--- src/rtl/serial_rx_pkg.sv ---
package serial_rx_pkg;

    localparam int OVS       = 16;
    localparam int DATA_BITS = 8;
    localparam int FRAME_MAX = DATA_BITS + 3;

    typedef enum logic [1:0] {
        ST_IDLE,
        ST_START,
        ST_DATA,
        ST_STOP
    } rx_phase_e;

    typedef struct packed {
        logic [DATA_BITS:0] data;
        logic               noise;
        logic               frm;
    } rx_frame_t;

    typedef struct packed {
        logic full;
        logic idle;
        logic ovr;
        logic noise;
        logic frm;
    } rx_flags_t;

    function automatic logic maj3(input logic a, input logic b, input logic c);
        return (a & b) | (a & c) | (b & c);
    endfunction

    function automatic logic split3(input logic a, input logic b, input logic c);
        return !((a == b) && (b == c));
    endfunction

endpackage

--- src/rtl/serial_rx_tick.sv ---
module serial_rx_tick #(
    parameter int DIV_W = 12
) (
    input  logic             clk,
    input  logic             rst,
    input  logic [DIV_W-1:0] div,
    output logic             tick
);

    logic [DIV_W-1:0] cnt;

    assign tick = (cnt >= div);

    always_ff @(posedge clk) begin
        if (rst) begin
            cnt <= '0;
        end else if (tick) begin
            cnt <= '0;
        end else begin
            cnt <= cnt + 1'b1;
        end
    end

endmodule

--- src/rtl/serial_rx_sync.sv ---
module serial_rx_sync #(
    parameter int STAGES = 2
) (
    input  logic clk,
    input  logic rst,
    input  logic din,
    output logic dout
);

    logic [STAGES-1:0] chain;

    always_ff @(posedge clk) begin
        if (rst) begin
            chain <= '1;
        end else begin
            chain <= {chain[STAGES-2:0], din};
        end
    end

    assign dout = chain[STAGES-1];

endmodule

--- src/rtl/serial_rx_shifter.sv ---
module serial_rx_shifter
    import serial_rx_pkg::*;
#(
    parameter int OVS_N = OVS
) (
    input  logic      clk,
    input  logic      rst,
    input  logic      tick,
    input  logic      line,
    input  logic      nine_bit,
    output logic      start_ok,
    output logic      frame_done,
    output rx_frame_t frame
);

    localparam int PH_W = $clog2(OVS_N);
    localparam int MID  = OVS_N / 2;
    localparam logic [PH_W-1:0] S_LO    = PH_W'(MID - 1);
    localparam logic [PH_W-1:0] S_MD    = PH_W'(MID);
    localparam logic [PH_W-1:0] S_HI    = PH_W'(MID + 1);
    localparam logic [PH_W-1:0] PH_LAST = PH_W'(OVS_N - 1);
    localparam logic [PH_W-1:0] PH_ONE  = PH_W'(1);

    rx_phase_e          st;
    logic [PH_W-1:0]    ph;
    logic [3:0]         bidx;
    logic [1:0]         early;
    logic [DATA_BITS:0] sh;
    logic               nacc;
    logic               last;
    logic               vote;
    logic               split;
    logic               last_bit;

    assign vote     = maj3(early[0], early[1], line);
    assign split    = split3(early[0], early[1], line);
    assign last_bit = (bidx == (nine_bit ? 4'(DATA_BITS) : 4'(DATA_BITS - 1)));

    always_ff @(posedge clk) begin
        if (rst) begin
            st         <= ST_IDLE;
            ph         <= '0;
            bidx       <= '0;
            early      <= '0;
            sh         <= '0;
            nacc       <= 1'b0;
            last       <= 1'b1;
            start_ok   <= 1'b0;
            frame_done <= 1'b0;
            frame      <= '0;
        end else begin
            start_ok   <= 1'b0;
            frame_done <= 1'b0;
            if (tick) begin
                last <= line;
                if (st == ST_IDLE) begin
                    if (last && !line) begin
                        st   <= ST_START;
                        ph   <= PH_ONE;
                        bidx <= '0;
                        sh   <= '0;
                        nacc <= 1'b0;
                    end
                end else begin
                    ph <= (ph == PH_LAST) ? '0 : ph + 1'b1;
                    if (ph == S_LO) begin
                        early[0] <= line;
                    end
                    if (ph == S_MD) begin
                        early[1] <= line;
                    end
                    if (ph == S_HI) begin
                        case (st)
                            ST_START: begin
                                if (vote) begin
                                    st <= ST_IDLE;
                                end else begin
                                    start_ok <= 1'b1;
                                    nacc     <= split;
                                end
                            end
                            ST_DATA: begin
                                sh[bidx] <= vote;
                                nacc     <= nacc | split;
                            end
                            ST_STOP: begin
                                frame_done  <= 1'b1;
                                frame.data  <= sh;
                                frame.noise <= nacc | split;
                                frame.frm   <= !vote;
                                st          <= ST_IDLE;
                            end
                            default: ;
                        endcase
                    end
                    if (ph == PH_LAST) begin
                        case (st)
                            ST_START: begin
                                st   <= ST_DATA;
                                bidx <= '0;
                            end
                            ST_DATA: begin
                                if (last_bit) begin
                                    st <= ST_STOP;
                                end else begin
                                    bidx <= bidx + 1'b1;
                                end
                            end
                            default: ;
                        endcase
                    end
                end
            end
        end
    end

endmodule

--- src/rtl/serial_rx_idle.sv ---
module serial_rx_idle
    import serial_rx_pkg::*;
#(
    parameter int OVS_N = OVS
) (
    input  logic clk,
    input  logic rst,
    input  logic tick,
    input  logic line,
    input  logic nine_bit,
    input  logic frame_done,
    output logic idle_evt
);

    localparam int MAXT = OVS_N * FRAME_MAX;
    localparam int CW   = $clog2(MAXT + 1);
    localparam logic [CW-1:0] LIM_LONG  = CW'(OVS_N * FRAME_MAX - 1);
    localparam logic [CW-1:0] LIM_SHORT = CW'(OVS_N * (FRAME_MAX - 1) - 1);

    logic [CW-1:0] cnt;
    logic [CW-1:0] limit;
    logic          armed;

    assign limit = nine_bit ? LIM_LONG : LIM_SHORT;

    always_ff @(posedge clk) begin
        if (rst) begin
            cnt      <= '0;
            armed    <= 1'b0;
            idle_evt <= 1'b0;
        end else begin
            idle_evt <= 1'b0;
            if (frame_done) begin
                armed <= 1'b1;
                cnt   <= '0;
            end else if (armed && tick) begin
                if (!line) begin
                    cnt <= '0;
                end else if (cnt >= limit) begin
                    idle_evt <= 1'b1;
                    armed    <= 1'b0;
                    cnt      <= '0;
                end else begin
                    cnt <= cnt + 1'b1;
                end
            end
        end
    end

endmodule

--- src/rtl/serial_rx_core.sv ---
module serial_rx_core
    import serial_rx_pkg::*;
#(
    parameter int DIV_W = 12,
    parameter int OVS_N = OVS
) (
    input  logic             clk,
    input  logic             rst,
    input  logic             rxd,
    input  logic [DIV_W-1:0] baud_div,
    input  logic             nine_bit,
    input  logic             rx_irq_en,
    input  logic             idle_irq_en,
    input  logic             stat_rd,
    input  logic             data_rd,
    output logic [7:0]       rx_data,
    output logic             rx_bit8,
    output logic             full_flag,
    output logic             idle_flag,
    output logic             ovr_flag,
    output logic             noise_flag,
    output logic             frm_flag,
    output logic             irq
);

    logic      tick;
    logic      line;
    logic      start_ok;
    logic      frame_done;
    logic      idle_evt;
    rx_frame_t frame;

    serial_rx_tick #(.DIV_W(DIV_W)) tick_i (
        .clk  (clk),
        .rst  (rst),
        .div  (baud_div),
        .tick (tick)
    );

    serial_rx_sync #(.STAGES(2)) sync_i (
        .clk  (clk),
        .rst  (rst),
        .din  (rxd),
        .dout (line)
    );

    serial_rx_shifter #(.OVS_N(OVS_N)) shift_i (
        .clk        (clk),
        .rst        (rst),
        .tick       (tick),
        .line       (line),
        .nine_bit   (nine_bit),
        .start_ok   (start_ok),
        .frame_done (frame_done),
        .frame      (frame)
    );

    serial_rx_idle #(.OVS_N(OVS_N)) idle_i (
        .clk        (clk),
        .rst        (rst),
        .tick       (tick),
        .line       (line),
        .nine_bit   (nine_bit),
        .frame_done (frame_done),
        .idle_evt   (idle_evt)
    );

    rx_flags_t          flg;
    rx_flags_t          arm;
    rx_flags_t          clr;
    rx_frame_t          pend;
    rx_frame_t          ld_frame;
    logic               pend_v;
    logic               discard;
    logic [DATA_BITS:0] dat;
    logic               release_p;
    logic               full_after;
    logic               ovr_evt;
    logic               keep_new;
    logic               load_new;
    logic               stash_new;
    logic               load_any;

    assign clr        = data_rd ? arm : '0;
    assign release_p  = clr.full && pend_v;
    assign full_after = flg.full && !clr.full;
    assign ovr_evt    = start_ok && pend_v && !release_p;
    assign keep_new   = frame_done && !discard;
    assign load_new   = keep_new && !full_after && !pend_v;
    assign stash_new  = keep_new && !load_new;
    assign load_any   = release_p || load_new;
    assign ld_frame   = release_p ? pend : frame;

    always_ff @(posedge clk) begin
        if (rst) begin
            flg     <= '0;
            arm     <= '0;
            pend    <= '0;
            pend_v  <= 1'b0;
            discard <= 1'b0;
            dat     <= '0;
        end else begin
            if (load_any) begin
                dat <= ld_frame.data;
            end
            if (stash_new) begin
                pend   <= frame;
                pend_v <= 1'b1;
            end else if (release_p) begin
                pend_v <= 1'b0;
            end
            if (ovr_evt) begin
                discard <= 1'b1;
            end else if (frame_done) begin
                discard <= 1'b0;
            end
            flg.full  <= load_any | full_after;
            flg.noise <= load_any ? ld_frame.noise : (flg.noise & ~clr.noise);
            flg.frm   <= load_any ? ld_frame.frm : (flg.frm & ~clr.frm);
            flg.ovr   <= ovr_evt | (flg.ovr & ~clr.ovr);
            flg.idle  <= idle_evt | (flg.idle & ~clr.idle);
            if (stat_rd) begin
                arm <= flg;
            end else if (data_rd) begin
                arm <= '0;
            end
        end
    end

    assign rx_data    = dat[DATA_BITS-1:0];
    assign rx_bit8    = dat[DATA_BITS];
    assign full_flag  = flg.full;
    assign idle_flag  = flg.idle;
    assign ovr_flag   = flg.ovr;
    assign noise_flag = flg.noise;
    assign frm_flag   = flg.frm;
    assign irq        = (rx_irq_en & flg.full) | (idle_irq_en & flg.idle);

endmodule

--- config.mk ---
export PLATFORM = sky130hd
export DESIGN_NAME = serial_rx_core
export DESIGN_NICKNAME = d
export VERILOG_FILES = /design/src/rtl/serial_rx_pkg.sv /design/src/rtl/serial_rx_tick.sv /design/src/rtl/serial_rx_sync.sv /design/src/rtl/serial_rx_shifter.sv /design/src/rtl/serial_rx_idle.sv /design/src/rtl/serial_rx_core.sv
export SDC_FILE = /design/constraint.sdc
export NUM_CORES = 1
export LEC_CHECK = 0
export ABC_CLOCK_PERIOD_IN_PS = 2300
export CELL_PAD_IN_SITES_DETAIL_PLACEMENT = 0
export CELL_PAD_IN_SITES_GLOBAL_PLACEMENT = 1
export CORE_MARGIN = 1
export CORE_UTILIZATION = 45
export DETAILED_ROUTE_END_ITERATION = 8
export GPL_ROUTABILITY_DRIVEN = 0
export HOLD_SLACK_MARGIN = 0.1
export PLACE_DENSITY = 0.78
export SYNTH_ARGS = -nofsm -noshare
export SYNTH_HDL_FRONTEND = slang
export SYNTH_SLANG_ARGS = --single-unit
--- constraint.sdc ---
create_clock -name clk -period 2.3 [get_ports clk]
set_input_delay 0.345 -clock clk [delete_from_list [all_inputs] [get_ports clk]]
set_output_delay 0.345 -clock clk [all_outputs]
set_load 0.03 [all_outputs]
==> results of run 1 <==
routing by layer:
metal,up-vias,wire (um)
li1,2151,-
met1,1961,5700
met2,74,5000
met3,10,416
met4,0,140
met5,-,0
state kept, by name (all words and copies together) (netlist names), 2 cells and up:
name / flops
arm: 5
dat: 9
idle_i.cnt: 8
pend: 11
shift_i.bidx: 4
shift_i.early: 2
shift_i.frame: 11
shift_i.ph: 4
shift_i.sh: 9
shift_i.st: 2
sync_i.chain: 2
tick_i.cnt: 12
cell usage in the layout, fill, tap and decap left out, types with 14 or more instances in the layout:
cell type	instances
clkdlybuf4s50_1	33
dfxtp_1	91
a211oi_1	16
nand3_1	14
nand2_1	65
a21oi_1	35
buf_4	34
o21ai_1	16
nor2_1	47
ha_1	30
mux2i_1	40
inv_1	27
worst max-delay path by stage:
| stage | cells past startpoint | endpoint | slack, ns | startpoint |
|---|---|---|---|---|
| 2_1_floorplan | 9 | shift_i.sh[0] | 0.32 | tick_i.cnt[0] |
| 3_3_place_gp | 9 | shift_i.ph[1] | -0.41 | baud_div[5] |
| 3_5_place_dp | 9 | shift_i.ph[1] | -0.46 | baud_div[11] |
| 4_1_cts | 10 | shift_i.bidx[3] | 0.06 | baud_div[7] |
| 5_1_grt | 9 | shift_i.nacc | 0.004 | baud_div[11] |
| 6_report | 9 | shift_i.bidx[3] | 0.08 | baud_div[11] |
cell type report:
| cell class | instances | area (um2) | share of cell area, % |
|---|---|---|---|
| Tap cell | 136 | 170 | 2.91 |
| Clock inverter | 5 | 86.3 | 1.48 |
| Sequential cell | 92 | 1840 | 31.5 |
| Clock buffer | 11 | 131 | 2.25 |
| Multi-Input combinational cell | 411 | 2860 | 48.9 |
| Timing Repair Buffer | 71 | 651 | 11.1 |
| Inverter | 28 | 105 | 1.80 |
per-stage QoR:
step	hold WS, ns	total power [W]	area [um2]
floorplan	0.389	0.00178	4960
global placement	0.411	0.00185	5600
detailed placement	0.408	0.00185	5600
CTS	0.237	0.00307	5820
global route	0.255	0.00316	5850
finish	0.260	0.00303	5850
power groups by stage:
stage                     combinational [W]  sequential [W]  clock (W)
after floorplan                    0.000121         0.00166          0
after global placement             0.000181         0.00166          0
after detailed placement           0.000188         0.00166          0
after CTS                          0.000190         0.00163    0.00125
after global routing               0.000212         0.00163    0.00132
final                              0.000191         0.00163    0.00121
cells by family after synthesis:
logic type	share of synthesized area, %
AOI/OAI and AO/OA	20.9
xor gates and xnor gates	1.76
adders and majority gates	7.56
buffers and inverters	5.90
DFF	37.1
muxes	8.30
and+or+nand+nor	18.5
timing repair:
item / CTS / global route
resized for setup: 1 / 7
setup buffers: 0 / 0
setup endpoints to repair: 2 / 36
cloned: 0 / 0
==> metrics.txt, run 1 <==
switch share between 20% and 30%; final hold vios 0; Mapped Cells between 500 and 600; crit-path leading delay family compound AO/OA/AOI/OAI gates; row cnt 37; switching power total slightly above 0.0007 W; FF-to-FF End shift_i.sh[8]; kind of critical path input port to register; starting density of the core a little under half; Yosys top cell by area dfxtp_1; unrepaired setup endpoints after global routing no; mean post-synth cell area a little under 9 um2; Slowest Stage Delay on Critical Path 0.47 ns; Seq/Total Area, Yosys between 30% and 40%; GR peak layer met2; Top Ports 35; detailed-route wire length about 11 mm; fin nets approximately 660; Hold Crit Depth 2; worst r2r path cells 9; GR Layer Usage met2 31.7%; max-cap violation count 0; final non-filler cell total between 700 and 800; Die X ~110 um; fin worst setup slack roughly 0.083 ns; IO buf count 34; Final HPWL DP about 8 mm; Die H between 100 and 150 um; Global Route Usage Sum a little over a fifth; setup TNS 0 ns; Final Cycle Share between 90% and 100%; worst r2r src tick_i.cnt[0]; combinational share of power ~6.3%; Yosys top cell area share about 37%; crit path cell chain clkdlybuf4s50_1 > inv_1 > ha_1 > and4_1 > o211ai_1 > o21ba_4 > buf_4 > a211o_1 > a32o_1; WP data required around 2.6 ns; dpl ws -0.463 ns; synthesized area 4960 um2; Worst-Skew Late Latency between 0.3 and 0.4 ns; Reg clk slew, reported paths ~0.090 ns; Seq pwr share 53.7%; CTS Root Cell clkbuf_8; Leak between 2 and 2.5 nW; DRT Pass-1 Iters 5; largest net degree at the start of global routing 40; Crit Path Max Fanout 7; Post-synth EDFFs 0; Placed Instances around 740; async set-reset flop share out of synthesis 0%; Worst setup EP type register; worst-margin pin slew approximately 0.74 ns; Max Root-Sink Buffers 2; Worst setup SP type input port; Clk pwr share around 40%; Vias ~4200; vias in the first global route ~4000; area of the core between 10000 and 15000 um2; clk sinks between 90 and 100; hold_sp rst; layout cells sized above 1 11.0%; Worst Hold Endpoint shift_i.ph[0]; CP max stage cell clkdlybuf4s50_1; antenna-violating nets left 0; Internal Dissipation 0.00232 W; Num CTS Buffers 9; synth cell count leaders 92 x dfxtp_1, 65 x nand2_1, 47 x nor2_1; Rel. slew slack between 50% and 60%; CTS tree built; DIE AREA about 11000 um2; Worst Path Arrival about 2.5 ns; Worst Hold Class input port to register; syn_nets approximately 620; Pwr Density between 500 and 600 nW/um2; Area growth, synth to finish 17.8%; final setup violating endpoints 0; DR WL/cell 14.9 um; Yosys cell types 64; M3 GR Usage under 10%; clock skew approximately 0.011 ns; Fillers around 990; fin util 55.6%; ys flop type dfxtp_1; DRC viols 0; Max Freq roughly 450 MHz; Antenna Cells 0; VDD IR max 0.344 mV; Vias/cell 5.56; grt met1 use ~30%; CTS H-tree depth 3; first-pass GRT wire length approximately 19 mm; hold_buf cts 0; Max Slew Vio Count 0; minimum clock period 2.22 ns; initial antenna violation count 0; synth warn 0; reg2reg setup slack 0.14 ns; Buf+Inv Stages, Crit Path 3; top cells by area, synth dfxtp_1 37%, mux2i_1 8.1%, ha_1 7.6%, nand2_1 4.9%, nor2_1 3.6%; status finished clean; count leader, synth dfxtp_1; flop and latch count out of synthesis 92; Initial DRC Count approximately 230; remaining global-route overflow 0
Note: power is estimated with default switching activity, not from simulation.
==> inputs of run 2 (changes only) <==
--- a/config.mk
+++ b/config.mk
@@ -5,7 +5,7 @@
 export SDC_FILE = /design/constraint.sdc
 export NUM_CORES = 1
 export LEC_CHECK = 0
-export ABC_CLOCK_PERIOD_IN_PS = 2300
+export CAP_MARGIN = 20
 export CELL_PAD_IN_SITES_DETAIL_PLACEMENT = 0
 export CELL_PAD_IN_SITES_GLOBAL_PLACEMENT = 1
 export CORE_MARGIN = 1
==> results of run 2 <==
The final DEF is identical to that of run 1; final timing and power are the same.
==> inputs of run 3 (changes only) <==
--- a/config.mk
+++ b/config.mk
@@ -8,12 +8,14 @@
 export CAP_MARGIN = 20
 export CELL_PAD_IN_SITES_DETAIL_PLACEMENT = 0
 export CELL_PAD_IN_SITES_GLOBAL_PLACEMENT = 1
+export CORE_ASPECT_RATIO = 1.75
 export CORE_MARGIN = 1
 export CORE_UTILIZATION = 45
 export DETAILED_ROUTE_END_ITERATION = 8
 export GPL_ROUTABILITY_DRIVEN = 0
 export HOLD_SLACK_MARGIN = 0.1
 export PLACE_DENSITY = 0.78
+export REMOVE_ABC_BUFFERS = 1
 export SYNTH_ARGS = -nofsm -noshare
 export SYNTH_HDL_FRONTEND = slang
 export SYNTH_SLANG_ARGS = --single-unit
==> run 3 against run 2 <==
Against the previous run: clock-buffer cell count is 1 lower; fmax is 1.4% higher; via count increased by 0.88%; worst setup slack improved by 0.030 ns; sequential cell count did not move; combinational power is essentially flat; highest routed layer unchanged.
==> metrics.txt, run 3 (synthesized netlist as in run 1, its figures left out) <==
status finished clean (unchanged); CTS Root Cell clkbuf_16 (was clkbuf_8); Rel. slew slack 68.6% (was 50.6%); Die H 141 um (was 107 um); CTS tree built (unchanged); Hold Crit Depth 1 (was 2); final setup violating endpoints 0 (unchanged); first-pass GRT wire length 18.4 mm (was 19.1 mm); Internal Dissipation 0.00247 W (was 0.00232 W); post-layout instance area 5960 um2 (was 5850 um2); DIE AREA 11500 um2 (about the same); starting density of the core 46.4% (was 47.2%); Worst Hold Endpoint sync_i.chain[1] (was shift_i.ph[0]); clock skew 0.00671 ns (was 0.0113 ns); Initial DRC Count 124 (was 231); Placement Cell Area 5650 um2 (was 5600 um2); switching power total 0.000759 W (was 0.000712 W); Most flops, register tick_i.cnt (unchanged); crit path cell chain clkdlybuf4s50_1 > inv_1 > ha_1 > and4_1 > o211ai_1 > o21ba_1 > buf_12 > a2111oi_2 > mux2i_1 (was clkdlybuf4s50_1 > inv_1 > ha_1 > and4_1 > o211ai_1 > o21ba_4 > buf_4 > a211o_1 > a32o_1); # Post-CTS Setup Buffers 0 (unchanged); Seq pwr share 50.4% (was 53.7%); Global Route Usage Sum 20.6% (was 20.9%); Pwr Density 542 nW/um2 (was 518 nW/um2); antenna-violating nets left 0 (unchanged); initial antenna violation count 0 (unchanged); Worst setup SP type input port (unchanged); Vias 4233 (was 4196); Max Freq 457 MHz (was 451 MHz); Area growth, synth to finish 20.1% (was 17.8%); Worst setup EP type register (unchanged); Max Slew Vio Count 0 (unchanged); detailed-route wire length 11.0 mm (was 11.3 mm); DRT Pass-1 Iters 4 (was 5); minimum clock period 2.19 ns (was 2.22 ns); Buf+Inv Stages, Crit Path 3 (unchanged); Worst-Skew Late Latency 0.34 ns (was 0.37 ns); clk sinks 92 (unchanged); area of the core 10700 um2 (was 10500 um2); kind of critical path input port to register (unchanged); biggest regs tick_i.cnt: 12 flops, pend: 11 flops, shift_i.frame: 11 flops (unchanged); FF-to-FF End tick_i.cnt[5] (was shift_i.sh[8]); Reg clk slew, reported paths 0.07 ns (was 0.09 ns); setup TNS 0 ns (unchanged); WP data required 2.57 ns (about the same); Final Cycle Share 95.1% (was 96.4%); row cnt 50 (was 37); worst-margin pin slew 0.464 ns (was 0.736 ns); CP max stage cell clkdlybuf4s50_1 (unchanged); max reg flops 12 (unchanged); Slowest Stage Delay on Critical Path 0.45 ns (was 0.47 ns); commonest non-fill, non-tap cell in the layout dfxtp_1 (unchanged); worst r2r src tick_i.cnt[0] (unchanged); fin nets 665 (was 663); crit-path leading delay family compound AO/OA/AOI/OAI gates (unchanged); Top Ports 35 (unchanged); CTS H-tree depth 3 (unchanged); Crit Path Max Fanout 18 (was 7); max-cap violation count 0 (unchanged); DRC viols 0 (unchanged); VDD IR max 0.441 mV (was 0.344 mV); combinational share of power 6.0% (was 6.3%); Num CTS Buffers 9 (unchanged); final hold vios 0 (unchanged); Placed Instances 734 (was 738); vias in the first global route 4046 (was 3892); commonest non-fill, non-tap cells in the layout 92 x dfxtp_1, 65 x nand2_1, 47 x nor2_1, 40 x mux2i_1, 35 x a21oi_1 (was 91 x dfxtp_1, 65 x nand2_1, 47 x nor2_1, 40 x mux2i_1, 35 x a21oi_1); reg2reg setup slack 0.18 ns (was 0.14 ns); WHS 0.411 ns (was 0.260 ns); Antenna Cells 0 (unchanged); Worst Path Arrival 2.46 ns (was 2.49 ns); remaining global-route overflow 0 (unchanged); Clk pwr share 43.6% (was 40.0%); Worst Hold Class register to register (was input port to register); switch share 23.5% (about the same); hold_sp sync_i.chain[0] (was rst); unrepaired setup endpoints after global routing no (unchanged); Max Root-Sink Buffers 2 (unchanged); Leak 2.50 nW (was 2.44 nW); Final HPWL DP 8.17 mm (was 7.98 mm); final non-filler cell total 750 (was 754); largest net degree at the start of global routing 37 (was 40); layout cells sized above 1 11.8% (was 11.0%); Die X 81.4 um (was 107 um); IO buf count 34 (unchanged); worst r2r path cells 10 (was 9); DR WL/cell 14.7 um (was 14.9 um); Vias/cell 5.64 (was 5.56)
-- run 3: cell count changes in the layout (fill, tap and decap cells not counted), sizes merged --
cell,change
clkdlybuf4s50,+1
bufinv,-2
inv,+2
clkinv,-1
buf,+1
clkbuf,-1
clkinvlp,+2
-- run 3: what timing repair did --
action / CTS / global route
hold buffers: 0 / 0
endpoints found under the hold margin: 0 / 0
gates resized for setup: 0 / 6
endpoints found under the setup margin: 0 / 13
-- run 3: power by group through the flow --
stage / logic [W] / registers, W / clock network, W
after floorplan: 0.0000980 / 0.00166 / 0
after global placement: 0.000187 / 0.00166 / 0
after detailed placement: 0.000191 / 0.00167 / 0
after CTS: 0.000192 / 0.00163 / 0.00145
after global routing: 0.000214 / 0.00163 / 0.00151
final: 0.000192 / 0.00163 / 0.00141
-- run 3: per-stage QoR --
step	utilization, %	setup slack, ns	total power [W]
after floorplan	-	-0.183	0.00176
after global placement	52.8	-0.191	0.00185
after detailed placement	52.8	-0.227	0.00186
after CTS	55.4	0.00985	0.00327
after global routing	55.7	0.0106	0.00336
final	55.7	0.114	0.00323
-- run 3: worst max path at each step --
stage	start	endpoint	slack [ns]	cells past startpoint
after floorplan	baud_div[11]	idle_i.cnt[7]	-0.18	7
after global placement	baud_div[0]	shift_i.frame[5]	-0.19	9
after detailed placement	baud_div[0]	tick_i.cnt[5]	-0.23	10
after CTS	shift_i.st[0]	shift_i.sh[7]	0.01	7
after global routing	baud_div[0]	tick_i.cnt[5]	0.01	10
final	baud_div[11]	shift_i.nacc	0.11	9
-- run 3: area by class of cell --
type,count,area (um2)
multi-input combinational,411,2860
clock inverter,6,46.3
inverter,28,105
sequential,92,1840
timing repair buffer,73,708
fill,1024,4740
tap,130,163
clock buffer,10,239
-- run 3: per-layer routing --
layer / up-vias / GRT usage (%) / part of all wire (%)
li1: 2156 / - / -
met5: - / 0 / 0
met3: 19 / 3.17 / 2.3
met4: 0 / 8.83 / 2.1
met2: 65 / 36.7 / 52
met1: 1993 / 23.4 / 44
